$ cat src/rtl/prio_intc_pkg.sv
// Shared types for the priority interrupt controller.
// Assumes nothing beyond IEEE 1800-2017 packages.
package prio_intc_pkg;
    // Winner-selection structure chosen at build time.
    typedef enum logic {
        SEL_ENCODER = 1'b0,
        SEL_CHAIN   = 1'b1
    } sel_kind_e;
endpackage

$ cat src/rtl/intc_pending.sv
// Pending latches: catches the rising edge of each request line and holds it
// until the source is granted. Assumes irq_req is already synchronous to clk.
module intc_pending #(
    parameter int NUM_SRC = 8
) (
    input  logic               clk,
    input  logic               rst_n,
    input  logic [NUM_SRC-1:0] req,
    input  logic [NUM_SRC-1:0] clr,
    output logic [NUM_SRC-1:0] pend
);
    logic [NUM_SRC-1:0] req_q;
    logic [NUM_SRC-1:0] rise;

    // Edge detect against the previous sample.
    assign rise = req & ~req_q;

    // Hold the previous request sample and the pending state; a new edge wins over a clear.
    always_ff @(posedge clk) begin
        if (!rst_n) begin
            req_q <= '0;
            pend  <= '0;
        end else begin
            req_q <= req;
            pend  <= (pend & ~clr) | rise;
        end
    end

    assert_pulse_latched_R2: assert property (@(posedge clk) disable iff (!rst_n)
        (|rise) |=> ((pend & $past(rise)) == $past(rise)));
    assert_clear_on_grant_R5: assert property (@(posedge clk) disable iff (!rst_n)
        (|(clr & ~rise)) |=> ((pend & $past(clr & ~rise)) == '0));
endmodule

$ cat src/rtl/intc_select.sv
// Finds the lowest-index set bit of a candidate vector and gives it as a binary
// code and as a one-hot vector. KIND picks a parallel encoder or a ripple chain
// whose token enters at position 0. Assumes CODE_W can hold NUM_SRC-1.
module intc_select
    import prio_intc_pkg::*;
#(
    parameter int        NUM_SRC = 8,
    parameter int        CODE_W  = 3,
    parameter sel_kind_e KIND    = SEL_ENCODER
) (
    input  logic [NUM_SRC-1:0] cand,
    output logic               any,
    output logic [CODE_W-1:0]  code,
    output logic [NUM_SRC-1:0] onehot
);
    generate
        if (KIND == SEL_ENCODER) begin : g_enc
            // Scan from lowest rank upward so the lowest index is written last.
            always_comb begin
                code = '0;
                for (int i = NUM_SRC - 1; i >= 0; i--) begin
                    if (cand[i]) code = CODE_W'(i);
                end
            end
            // Isolate the lowest set bit arithmetically.
            assign onehot = cand & (~cand + NUM_SRC'(1));
            assign any    = |cand;
        end else begin : g_chain
            logic [NUM_SRC:0] pass;
            assign pass[0] = 1'b1;
            for (genvar p = 0; p < NUM_SRC; p++) begin : g_pos
                // A position keeps the token if it requests, else forwards it.
                assign onehot[p]   = pass[p] & cand[p];
                assign pass[p + 1] = pass[p] & ~cand[p];
            end
            // Convert the taken position into its binary code.
            always_comb begin
                code = '0;
                for (int i = 0; i < NUM_SRC; i++) begin
                    if (onehot[i]) code = code | CODE_W'(i);
                end
            end
            assign any = ~pass[NUM_SRC];
        end
    endgenerate
endmodule

$ cat src/rtl/intc_service.sv
// In-service tracker: one bit per source. Grants set bits, end-of-service clears
// the lowest-index (highest-rank) set bit. Also gives the eligibility mask, which
// is every index strictly below the highest-rank open service.
module intc_service #(
    parameter int NUM_SRC = 8
) (
    input  logic               clk,
    input  logic               rst_n,
    input  logic [NUM_SRC-1:0] set,
    input  logic               eos,
    output logic [NUM_SRC-1:0] isr,
    output logic [NUM_SRC-1:0] allow
);
    logic [NUM_SRC-1:0] top_bit;
    logic [NUM_SRC-1:0] eos_clr;

    // Highest-rank open service as a one-hot vector (zero when idle).
    assign top_bit = isr & (~isr + NUM_SRC'(1));
    // Bits below top_bit; an idle tracker wraps to all ones.
    assign allow   = top_bit - NUM_SRC'(1);
    assign eos_clr = eos ? top_bit : '0;

    // Close the top service first, then open the newly granted one.
    always_ff @(posedge clk) begin
        if (!rst_n) isr <= '0;
        else        isr <= (isr & ~eos_clr) | set;
    end

    assert_isr_opened_R5: assert property (@(posedge clk) disable iff (!rst_n)
        (|set) |=> ((isr & $past(set)) == $past(set)));
    assert_eos_idle_noop_R7: assert property (@(posedge clk) disable iff (!rst_n)
        (eos && isr == '0 && set == '0) |=> (isr == '0));
    assert_eos_keeps_lower_R7: assert property (@(posedge clk) disable iff (!rst_n)
        (eos && set == '0) |=> ($countones(isr) + (($past(isr) != '0) ? 1 : 0) == $countones($past(isr))));
endmodule

$ cat src/rtl/prio_intc.sv
// Priority interrupt controller top. Index 0 ranks highest. Latches request
// edges, masks ranks at or below the open service, reports the winner and
// grants it on acknowledge. Assumes irq_req, irq_ack and irq_eos are synchronous to clk.
module prio_intc
    import prio_intc_pkg::*;
#(
    parameter int        NUM_SRC = 8,
    parameter sel_kind_e SEL     = SEL_ENCODER,
    localparam int       CODE_W  = (NUM_SRC > 1) ? $clog2(NUM_SRC) : 1
) (
    input  logic               clk,
    input  logic               rst_n,
    input  logic [NUM_SRC-1:0] irq_req,
    input  logic               irq_ack,
    input  logic               irq_eos,
    output logic               irq_out,
    output logic [CODE_W-1:0]  irq_code,
    output logic [NUM_SRC-1:0] grant
);
    logic [NUM_SRC-1:0] pend;
    logic [NUM_SRC-1:0] isr;
    logic [NUM_SRC-1:0] allow;
    logic [NUM_SRC-1:0] elig;
    logic [NUM_SRC-1:0] win;

    intc_pending #(.NUM_SRC(NUM_SRC)) u_pend (
        .clk(clk), .rst_n(rst_n), .req(irq_req), .clr(grant), .pend(pend)
    );

    intc_service #(.NUM_SRC(NUM_SRC)) u_svc (
        .clk(clk), .rst_n(rst_n), .set(grant), .eos(irq_eos),
        .isr(isr), .allow(allow)
    );

    // Only pending sources above the open service may compete.
    assign elig = pend & allow;

    intc_select #(.NUM_SRC(NUM_SRC), .CODE_W(CODE_W), .KIND(SEL)) u_sel (
        .cand(elig), .any(irq_out), .code(irq_code), .onehot(win)
    );

    // Return the acknowledge to the winner only while an interrupt is shown.
    assign grant = (irq_ack && irq_out) ? win : '0;

    assert_grant_onehot_R5: assert property (@(posedge clk) disable iff (!rst_n)
        $onehot0(grant));
    assert_grant_matches_code_R5: assert property (@(posedge clk) disable iff (!rst_n)
        (irq_ack && irq_out) |-> grant[irq_code]);
    assert_no_grant_idle_R6: assert property (@(posedge clk) disable iff (!rst_n)
        (!irq_out) |-> (grant == '0));
    assert_code_pending_R3: assert property (@(posedge clk) disable iff (!rst_n)
        irq_out |-> pend[irq_code]);
    assert_code_above_service_R4: assert property (@(posedge clk) disable iff (!rst_n)
        irq_out |-> ((isr & ((NUM_SRC'(1) << irq_code) | ((NUM_SRC'(1) << irq_code) - NUM_SRC'(1)))) == '0));
endmodule

$ cat config.mk
export PLATFORM = sky130hd
export DESIGN_NAME = prio_intc
export DESIGN_NICKNAME = d
export VERILOG_FILES = /design/src/rtl/prio_intc_pkg.sv /design/src/rtl/intc_pending.sv /design/src/rtl/intc_select.sv /design/src/rtl/intc_service.sv /design/src/rtl/prio_intc.sv
export SDC_FILE = /design/constraint.sdc
export NUM_CORES = 1
export LEC_CHECK = 0
export ABC_AREA = 1
export BUFFER_PORTS_ARGS = -buffer_cell sky130_fd_sc_hd__buf_4
export CAP_MARGIN = 25
export CORE_MARGIN = 2
export CORE_UTILIZATION = 35
export CTS_CLUSTER_DIAMETER = 30
export DETAILED_ROUTE_END_ITERATION = 10
export GPL_ROUTABILITY_DRIVEN = 0
export PLACE_DENSITY = 0.51
export RECOVER_POWER = 25
export SLEW_MARGIN = 30
export SYNTH_ARGS = -nofsm -noshare
export SYNTH_HDL_FRONTEND = slang
export SYNTH_HIERARCHICAL = 1
export SYNTH_SLANG_ARGS = --single-unit
$ cat constraint.sdc
create_clock -name clk -period 2.74 [get_ports clk]
set_clock_uncertainty 0.15 [all_clocks]
set_input_delay 0.137 -clock clk [delete_from_list [all_inputs] [get_ports clk]]
set_output_delay 0.137 -clock clk [all_outputs]
set_load 0.005 [all_outputs]
---- Yosys cells after proc, flatten, opt, wreduce, memory -nomap -nowiden ----
Cells that the tools add are included.
word-level totals
  bits of input ports ..................... 12
  flip-flop bits (word level) ............. 24
  output and inout bits ................... 12
operators by class
  $add $sub $neg .......................... 3
  multiplexer cells ....................... 10
  reduce and logical (&&, ||, !) cells .... 2
  bitwise logic cells ..................... 13
operators with widths
  kind                                                                count
  8-bit AND                                                           6
  8-bit inverter                                                      5
  3-bit 2-to-1 mux                                                    8
  8-bit by 1-bit adder with 8-bit output, second input constant       2
  8-bit 2-to-1 mux                                                    2
  8-bit OR                                                            2
  8-bit OR reduction                                                  1
  8-bit by 1-bit subtractor with 8-bit output, second input constant  1
  1-bit logical AND                                                   1

---- Longest topological paths before layout ----
Gate-level depths: netlist (run 1).
  word-level depth ........................ 13
  mapped depth ............................ 16
  gate-level depth less buffers ........... 16

---- Hierarchy ----
The synthesis (run 1) kept the hierarchy.
modules (own cells, without submodules)
  module        instances  area an instance (µm²)  cells an instance
  intc_pending  1          573.0                   74
  intc_service  1          395.4                   52
  intc_select   1          158.9                   36
  prio_intc     1          126.4                   33

---- Worst setup path before layout (run 1) ----
Ideal clock, no wire load.
  path kind ............................... reg-to-reg
  from .................................... register u_svc.isr[1]
  to ...................................... register u_pend.pend[4]
  arrival ................................. 1.629 ns
  library setup time ...................... 0.113 ns
  period minus slack after synthesis ...... 1.892 ns
  setup slack ............................. 0.848 ns
  stages on the path, launching flop included .. 17
  cell sequence ........................... dfxtp_1 nor2_4 nand2_4 nor2_8 nand2_1 nor2_1 nand2_1 inv_1 nor2_2 inv_1 nor2_1 nand2_1 nand2_2 nor2_1 inv_1 nand3_1 nand2_1
between the ends
  elaborated cells on any way between the ends .. 14
  classes of those cells .................. add/sub: 3; mux: 1; bitwise: 8; reduce/logical: 2
RTL lines
  element                                        line                RTL
  from (decl)                                    intc_service.sv:11  output logic [NUM_SRC-1:0] isr,
  from (signal assigned)                         intc_service.sv:26  else isr <= (isr & ~eos_clr) | set;
  8-bit inverter                                 intc_service.sv:18  assign top_bit = isr & (~isr + NUM_SRC'(1));
  8-bit by 1-bit adder with 8-bit output         intc_service.sv:18
  8-bit AND *                                    intc_service.sv:18
  8-bit by 1-bit subtractor with 8-bit output *  intc_service.sv:20  assign allow = top_bit - NUM_SRC'(1);
  via allow[1]                                   prio_intc.sv:22     logic [NUM_SRC-1:0] allow;
  8-bit AND *                                    prio_intc.sv:36     assign elig = pend & allow;
  8-bit OR reduction *                           intc_select.sv:27   assign any = |cand;
  via irq_out                                    prio_intc.sv:16     output logic irq_out,
  1-bit logical AND *                            prio_intc.sv:43     assign grant = (irq_ack && irq_out) ? win : '0;
  8-bit 2-to-1 mux *                             prio_intc.sv:43
  via grant[4]                                   prio_intc.sv:18     output logic [NUM_SRC-1:0] grant
  8-bit inverter *                               intc_pending.sv:25  pend <= (pend & ~clr) | rise;
  8-bit AND *                                    intc_pending.sv:25
  8-bit OR *                                     intc_pending.sv:25
  to (signal assigned)                           intc_pending.sv:25
  to (decl)                                      intc_pending.sv:10  output logic [NUM_SRC-1:0] pend
The timed path passes the listed nets; every way through them passes the cells marked *.
A chain may end at the register's enable or synchronous reset.

---- Worst setup path in the final report (run 1) ----
  from .................................... register u_svc.isr[0]
  to ...................................... output grant[2]
between the ends
  longest elaborated chain between the ends .. 9
  elaborated cells on any way between the ends .. 11
  classes of those cells .................. add/sub: 3; mux: 1; bitwise: 5; reduce/logical: 2
RTL lines
  element                                        line                RTL
  8-bit inverter                                 intc_service.sv:18
  8-bit by 1-bit adder with 8-bit output         intc_service.sv:18
  8-bit AND *                                    intc_service.sv:18
  8-bit by 1-bit subtractor with 8-bit output *  intc_service.sv:20
  via allow[1]                                   prio_intc.sv:22
  8-bit AND *                                    prio_intc.sv:36
  8-bit inverter                                 intc_select.sv:26   assign onehot = cand & (~cand + NUM_SRC'(1));
  8-bit by 1-bit adder with 8-bit output         intc_select.sv:26
  8-bit AND                                      intc_select.sv:26
  8-bit 2-to-1 mux *                             prio_intc.sv:43
  to (decl)                                      prio_intc.sv:18
Marked as above.

==> impl_metrics.toml, run 1 <==
[timing]
worst_pin_slew_ps = 272
fin_crit_sh_pct = 88.2
relSlewSlack_pct = 81.8
report.final.slew_viol_count = 0
fin_crit_ps = 2420
hold_viol = 0
rsz0062_at_grt = "no"
finalSetupTns_ps = 0
setup_viol = 0
fmax_mhz = 414

[floorplanning]
die_w_um = 63.9
die_h_um = 63.9
core_mm2 = 0.00339
start_util_pct = 37.0
die_area_mm2 = 0.00408
io_pins = 24
rows = 21

[pwr]
power.internal_w = 0.000527
p_switching_w = 0.000244
total_leakage_power_nw = 0.821
swShare_pct = 31.6
vdd_drop_max_uv = 260
clkPwrFrac_pct = 18.9
powerDensity_mw_per_mm2 = 495
seq_power_share_pct = 50.1
power_frac_comb_pct = 31.0

[place]
port-buffer-count = 23
dpl.hpwl_um = 1930
placed_cell_area_mm2 = 0.00145

[clock_tree]
clockBufferDepth = 2
cts.repair.resized = 0
h-tree-depth = 1
cts_tree = "built"
clk_pin_slew_worst_paths_ps = 120
cts_root_buf = "clkbuf_4"
numCtsBuffers = 3
postCtsSetupBuffers = 0
clock-sinks = 24
ctsHoldBuffers = 8
insertion_delay_ps = 300

[logic_synthesis]
syn-instance-count = 195
synth_fp_nets = 207
synth.area.top_cells = "dfxtp_1, inv_1, nand2_1"
synth.most_common_cell = "inv_1"
yosys-top-cells-count = "inv_1, nand2_1, nor2_1"
ys_types = 19
ys_seq_area_share_pct = 38.3
synthArstFlopShare_pct = 0
synth_top_cell_by_area = "dfxtp_1"
synth.ff_latch_count = 24
synth_top_area_share_pct = 38.3
synth_edf_count = 0
yosysWarnings = 6
ys.flop_type = "dfxtp_1"
syn_avg_cell_area_um2 = 6.43
syn-cell-area_mm2 = 0.00125

[setup_path]
worstPathCellList = "nor2_4 > nand2_4 > nor2_8 > nand2_1 > nor2_1 > nand2_1 > inv_1 > nor2_2 > inv_1 > nor2_1 > nand2_1 > nand2_2 > nor2_1 > buf_4"
cp_num_buf_inv = 3
slowest_stage = "dfxtp_1"
arrival_ps = 2130
start_kind = "flop"
slowest_delay_ps = 370
end_kind = "output pin"
cpLargestDelayFamily = "simple AND/OR/NAND/NOR gates"
worst_ep_required_time_ps = 2450
worstSetupPathType = "reg -> out"
path_max_fanout = 8

[detailed_routing]
drt.antenna.violating_nets = 0
drc_errors = 0
drt_wl_total_um = 2440
vias = 1095
firstDrtPassIters = 5
viasPerCell = 4.03
drt-initial-drc-count = 33
wl_per_cell_um = 8.99

[global_route]
grt_use_total_pct = 13.7
grt_pass1_vias = 1042
grt_first_pass_wirelength_um = 4450
antenna_found_initial = 0
grt_max_degree = 26
grt-ovfl-total = 0

[finish]
drive_gt1_share_pct = 18.1
n_antenna_cell = 0
fin_area_mm2 = 0.00156
syn2layout_area_growth_pct = 24.2
final_nets = 240

[run]
cap_viol_max_count = 0

[min_path]
hold_class = "in -> reg"

[outcome]
status = "completed"
metal layers:
metal	GRT usage [%]	part of all wire, %
met5	0	0
met3	2.11	3.0
met1	18.0	50
met2	22.3	46
met4	5.71	0.82
cell type report:
class / instances / area, um^2
fill: 347 / 1830
multi-input combinational: 108 / 518
sequential: 24 / 480
timing repair buffer: 31 / 253
inverter: 60 / 225
tap: 46 / 57.6
clock buffer: 3 / 22.5
cells by family after synthesis:
family | after synthesis | synth area share [%]
flops | 24 | 38.3
buf+inv | 63 | 20.4
simple gates | 96 | 35.9
compound gates | 12 | 5.39
power by group through the flow:
stage,sequential (W),combinational [W],clock [W]
finish,0.000386,0.000239,0.000146
global route,0.000389,0.000273,0.000182
CTS,0.000386,0.000242,0.000158
detailed placement,0.000395,0.000232,0
global placement,0.000394,0.000228,0
floorplan,0.000391,0.000163,0
worst register-to-register path, stage by stage (launching register included):
cell and delay (ps):
dfxtp_1 370, nor2_4 140, nand2_4 110, nor2_8 120
nand2_1 80, nor2_1 80, nand2_1 60, inv_1 90
nor2_2 60, inv_1 50, nor2_1 50, nand2_1 90
nand2_2 110, nor2_1 240, inv_1 70, nand3_1 80
nand2_1 60
stage by stage:
step                util (%)  worst slack, ps  hold slack [ps]  power (W)  std cells
floorplan                  -              848             80.5   0.000554        195
global placement        42.9              714              175   0.000622        261
detailed placement      42.9              658              180   0.000626        261
CTS                     45.9              297             13.3   0.000787        272
global route            45.9             32.9             9.06   0.000844        272
finish                  45.9              323             25.6   0.000770        272
final timing paths:
check	start	to	slack (ps)	depth (start not counted)
worst min-delay path	rst_n	u_pend/req_q[6]	30	3
worst max register to register	u_svc/isr[0]	u_pend/pend[6]	640	16
worst max-delay path	u_svc/isr[0]	grant[2]	320	14
worst min register to register	u_svc/isr[6]	u_svc/isr[6]	330	2
state kept, by name (all words and copies together), names as in the netlist:
signal / flops
u_pend/pend: 8
u_pend/req_q: 8
u_svc/isr: 8
placed cells by master, fill, tap and decap left out:
cell,netlist,routed
inv_2,1,1
nor2_1,27,27
dlygate4sd3_1,0,8
inv_1,59,59
nor3_1,1,1
nand2_4,1,1
nand2_1,36,36
nand2_2,4,4
nand3_2,1,1
nand3_1,19,19
clkbuf_4,0,11
dfxtp_1,24,24
a21oi_2,2,2
a21oi_1,8,8
nor2_8,1,1
o21ai_0,2,2
or2_1,1,1
nor2_4,2,2
nor2_2,3,3
buf_4,1,15
(Power assumes the default switching activity.)
==> inputs of run 2 (changes only) <==
--- a/config.mk
+++ b/config.mk
@@ -8,13 +8,16 @@
 export ABC_AREA = 1
 export BUFFER_PORTS_ARGS = -buffer_cell sky130_fd_sc_hd__buf_4
 export CAP_MARGIN = 25
+export CELL_PAD_IN_SITES_DETAIL_PLACEMENT = 0
+export CELL_PAD_IN_SITES_GLOBAL_PLACEMENT = 1
 export CORE_MARGIN = 2
 export CORE_UTILIZATION = 35
 export CTS_CLUSTER_DIAMETER = 30
 export DETAILED_ROUTE_END_ITERATION = 10
 export GPL_ROUTABILITY_DRIVEN = 0
-export PLACE_DENSITY = 0.51
+export PLACE_DENSITY = 0.7
 export RECOVER_POWER = 25
+export SKIP_LAST_GASP = 1
 export SLEW_MARGIN = 30
 export SYNTH_ARGS = -nofsm -noshare
 export SYNTH_HDL_FRONTEND = slang
==> constraint.sdc (replaced) <==
create_clock -name clk -period 2.74 [get_ports clk]
set_clock_uncertainty 0.15 [all_clocks]
set_input_delay 0.411 -clock clk [delete_from_list [all_inputs] [get_ports clk]]
set_output_delay 0.411 -clock clk [all_outputs]
set_load 0.005 [all_outputs]
==> impl_metrics.toml, run 2 (same netlist as run 1, synthesis figures left out) <==
[clock_tree]
cts_root_buf = "clkbuf_4"
numCtsBuffers = 3
h-tree-depth = 1
clockBufferDepth = 2
cts_tree = "built"
clk_pin_slew_worst_paths_ps = 130
insertion_delay_ps = 310
clock-sinks = 24

[setup_path]
reg2regPathDepth = 15
arrival_ps = 2020
reg2reg_from = "u_svc/isr[1]"
worst_ep_required_time_ps = 2180
start_kind = "flop"
r2r_setup_slack_ps = 610
path_max_fanout = 8
r2r-end = "u_pend/pend[2]"
worstSetupPathType = "reg -> out"
end_kind = "output pin"

[floorplanning]
die_w_um = 63.9
io_pins = 24
start_util_pct = 37.0
die_h_um = 63.9
rows = 21
core_mm2 = 0.00339
die_area_mm2 = 0.00408

[global_route]
grt_pass1_vias = 1111
grt_max_degree = 26
grt_first_pass_wirelength_um = 4400
grt_use_total_pct = 13.6
antenna_found_initial = 0
grt-ovfl-total = 0

[detailed_routing]
wl_per_cell_um = 9.93
drt.antenna.violating_nets = 0
drt-initial-drc-count = 30
vias = 1142
drt_wl_total_um = 2720
firstDrtPassIters = 4
viasPerCell = 4.17
drc_errors = 0

[pwr]
vdd_drop_max_uv = 297
p_switching_w = 0.000282
swShare_pct = 32.7
p_total_w = 0.000863
power.internal_w = 0.000581
power_frac_comb_pct = 34.1
total_leakage_power_nw = 0.846
clkPwrFrac_pct = 21.0
powerDensity_mw_per_mm2 = 521
seq_power_share_pct = 44.9

[place]
placed_cell_area_mm2 = 0.00145
dpl.hpwl_um = 2050
post-place-ws_ps = 358
port-buffer-count = 23

[finish]
final_common_cell = "inv_1"
fin_area_mm2 = 0.00166
final_cell_mix = "inv_1, nand2_1, buf_4"
multi_input_area_um2 = 612
final_nets = 241
drive_gt1_share_pct = 29.4
n_antenna_cell = 0
seqCellArea_um2 = 485
top_regs = "u_pend/pend: 8 flops, u_pend/req_q: 8 flops, u_svc/isr: 8 flops"
syn2layout_area_growth_pct = 32.1
fillers = 357

[timing]
finalSetupTns_ps = 0
setup_ws_ps = 162
hold_viol = 0
worst_pin_slew_ps = 1000
setup_viol = 0
fin_crit_ps = 2580
fin_crit_sh_pct = 94.1
fmax_mhz = 388
relSlewSlack_pct = 33.3
report.final.slew_viol_count = 0

[min_path]
hold_class = "in -> reg"
whs_endpoint = "u_pend/req_q[5]"
hold_depth = 3
worstHoldStart = "irq_req[5]"

[run]
cap_viol_max_count = 0

[outcome]
status = "completed"
-- run 2: area by class of cell --
cell class | instances | share of cell area [%]
Multi-Input combinational cell | 108 | 36.9
Clock buffer | 4 | 2.19
Timing Repair Buffer | 32 | 14.5
Tap cell | 46 | 3.47
Sequential cell | 24 | 29.3
Inverter | 60 | 13.6
-- run 2: power groups by stage --
stage	sequential [W]	clock (W)	combinational, W
CTS	0.000387	0.000194	0.000236
global route	0.000390	0.000208	0.000328
detailed placement	0.000395	0	0.000234
floorplan	0.000391	0	0.000163
finish	0.000387	0.000181	0.000294
global placement	0.000395	0	0.000230
-- run 2: worst max path at each step --
stage	depth (start not counted)	startpoint	endpoint	slack, ps
after floorplan	13	u_svc/isr[1]	grant[4]	720
after global placement	14	u_svc/isr[0]	grant[4]	370
after detailed placement	14	u_svc/isr[1]	grant[4]	360
after CTS	14	u_svc/isr[1]	grant[6]	30
after global routing	14	u_svc/isr[0]	grant[3]	-10
final	12	u_svc/isr[1]	grant[2]	160
-- run 2: critical path, stage by stage (launching register included) --
cell     delay (ps)
dfxtp_1         400
nor2_4           60
nand2_4         120
buf_4           140
nor2_4           40
nand2_1          60
inv_1            50
or2_1           240
nor2_2          150
nand2_2         110
nand2_8         170
nor2_4           60
buf_4           130
-- run 2: what timing repair did --
| action | CTS | global route |
|---|---|---|
| endpoints found under the hold margin | 0 | 0 |
| hold buffers | 0 | 0 |
| setup endpoints to repair | 1 | 8 |
| resized for setup | 1 | 29 |
| setup buffers | 0 | 9 |
| pin swaps | 0 | 12 |
-- run 2: per-layer routing --
layer  track usage [%]  part of all wire [%]  vias to the layer above
met2              23.6                    48                       22
met1              16.3                    47                      490
li1                  -                     -                      626
met4              6.79                   1.8                        0
met5                 0                     0                        -
met3              1.76                   2.7                        4
-- run 2: stage by stage --
stage / instances / utilization, % / hold slack, ps
5_1_grt: 274 / 48.9 / 102
2_1_floorplan: 195 / - / 289
3_5_place_dp: 261 / 42.9 / 308
6_report: 274 / 48.9 / 127
3_3_place_gp: 261 / 42.9 / 298
4_1_cts: 265 / 44.0 / 114
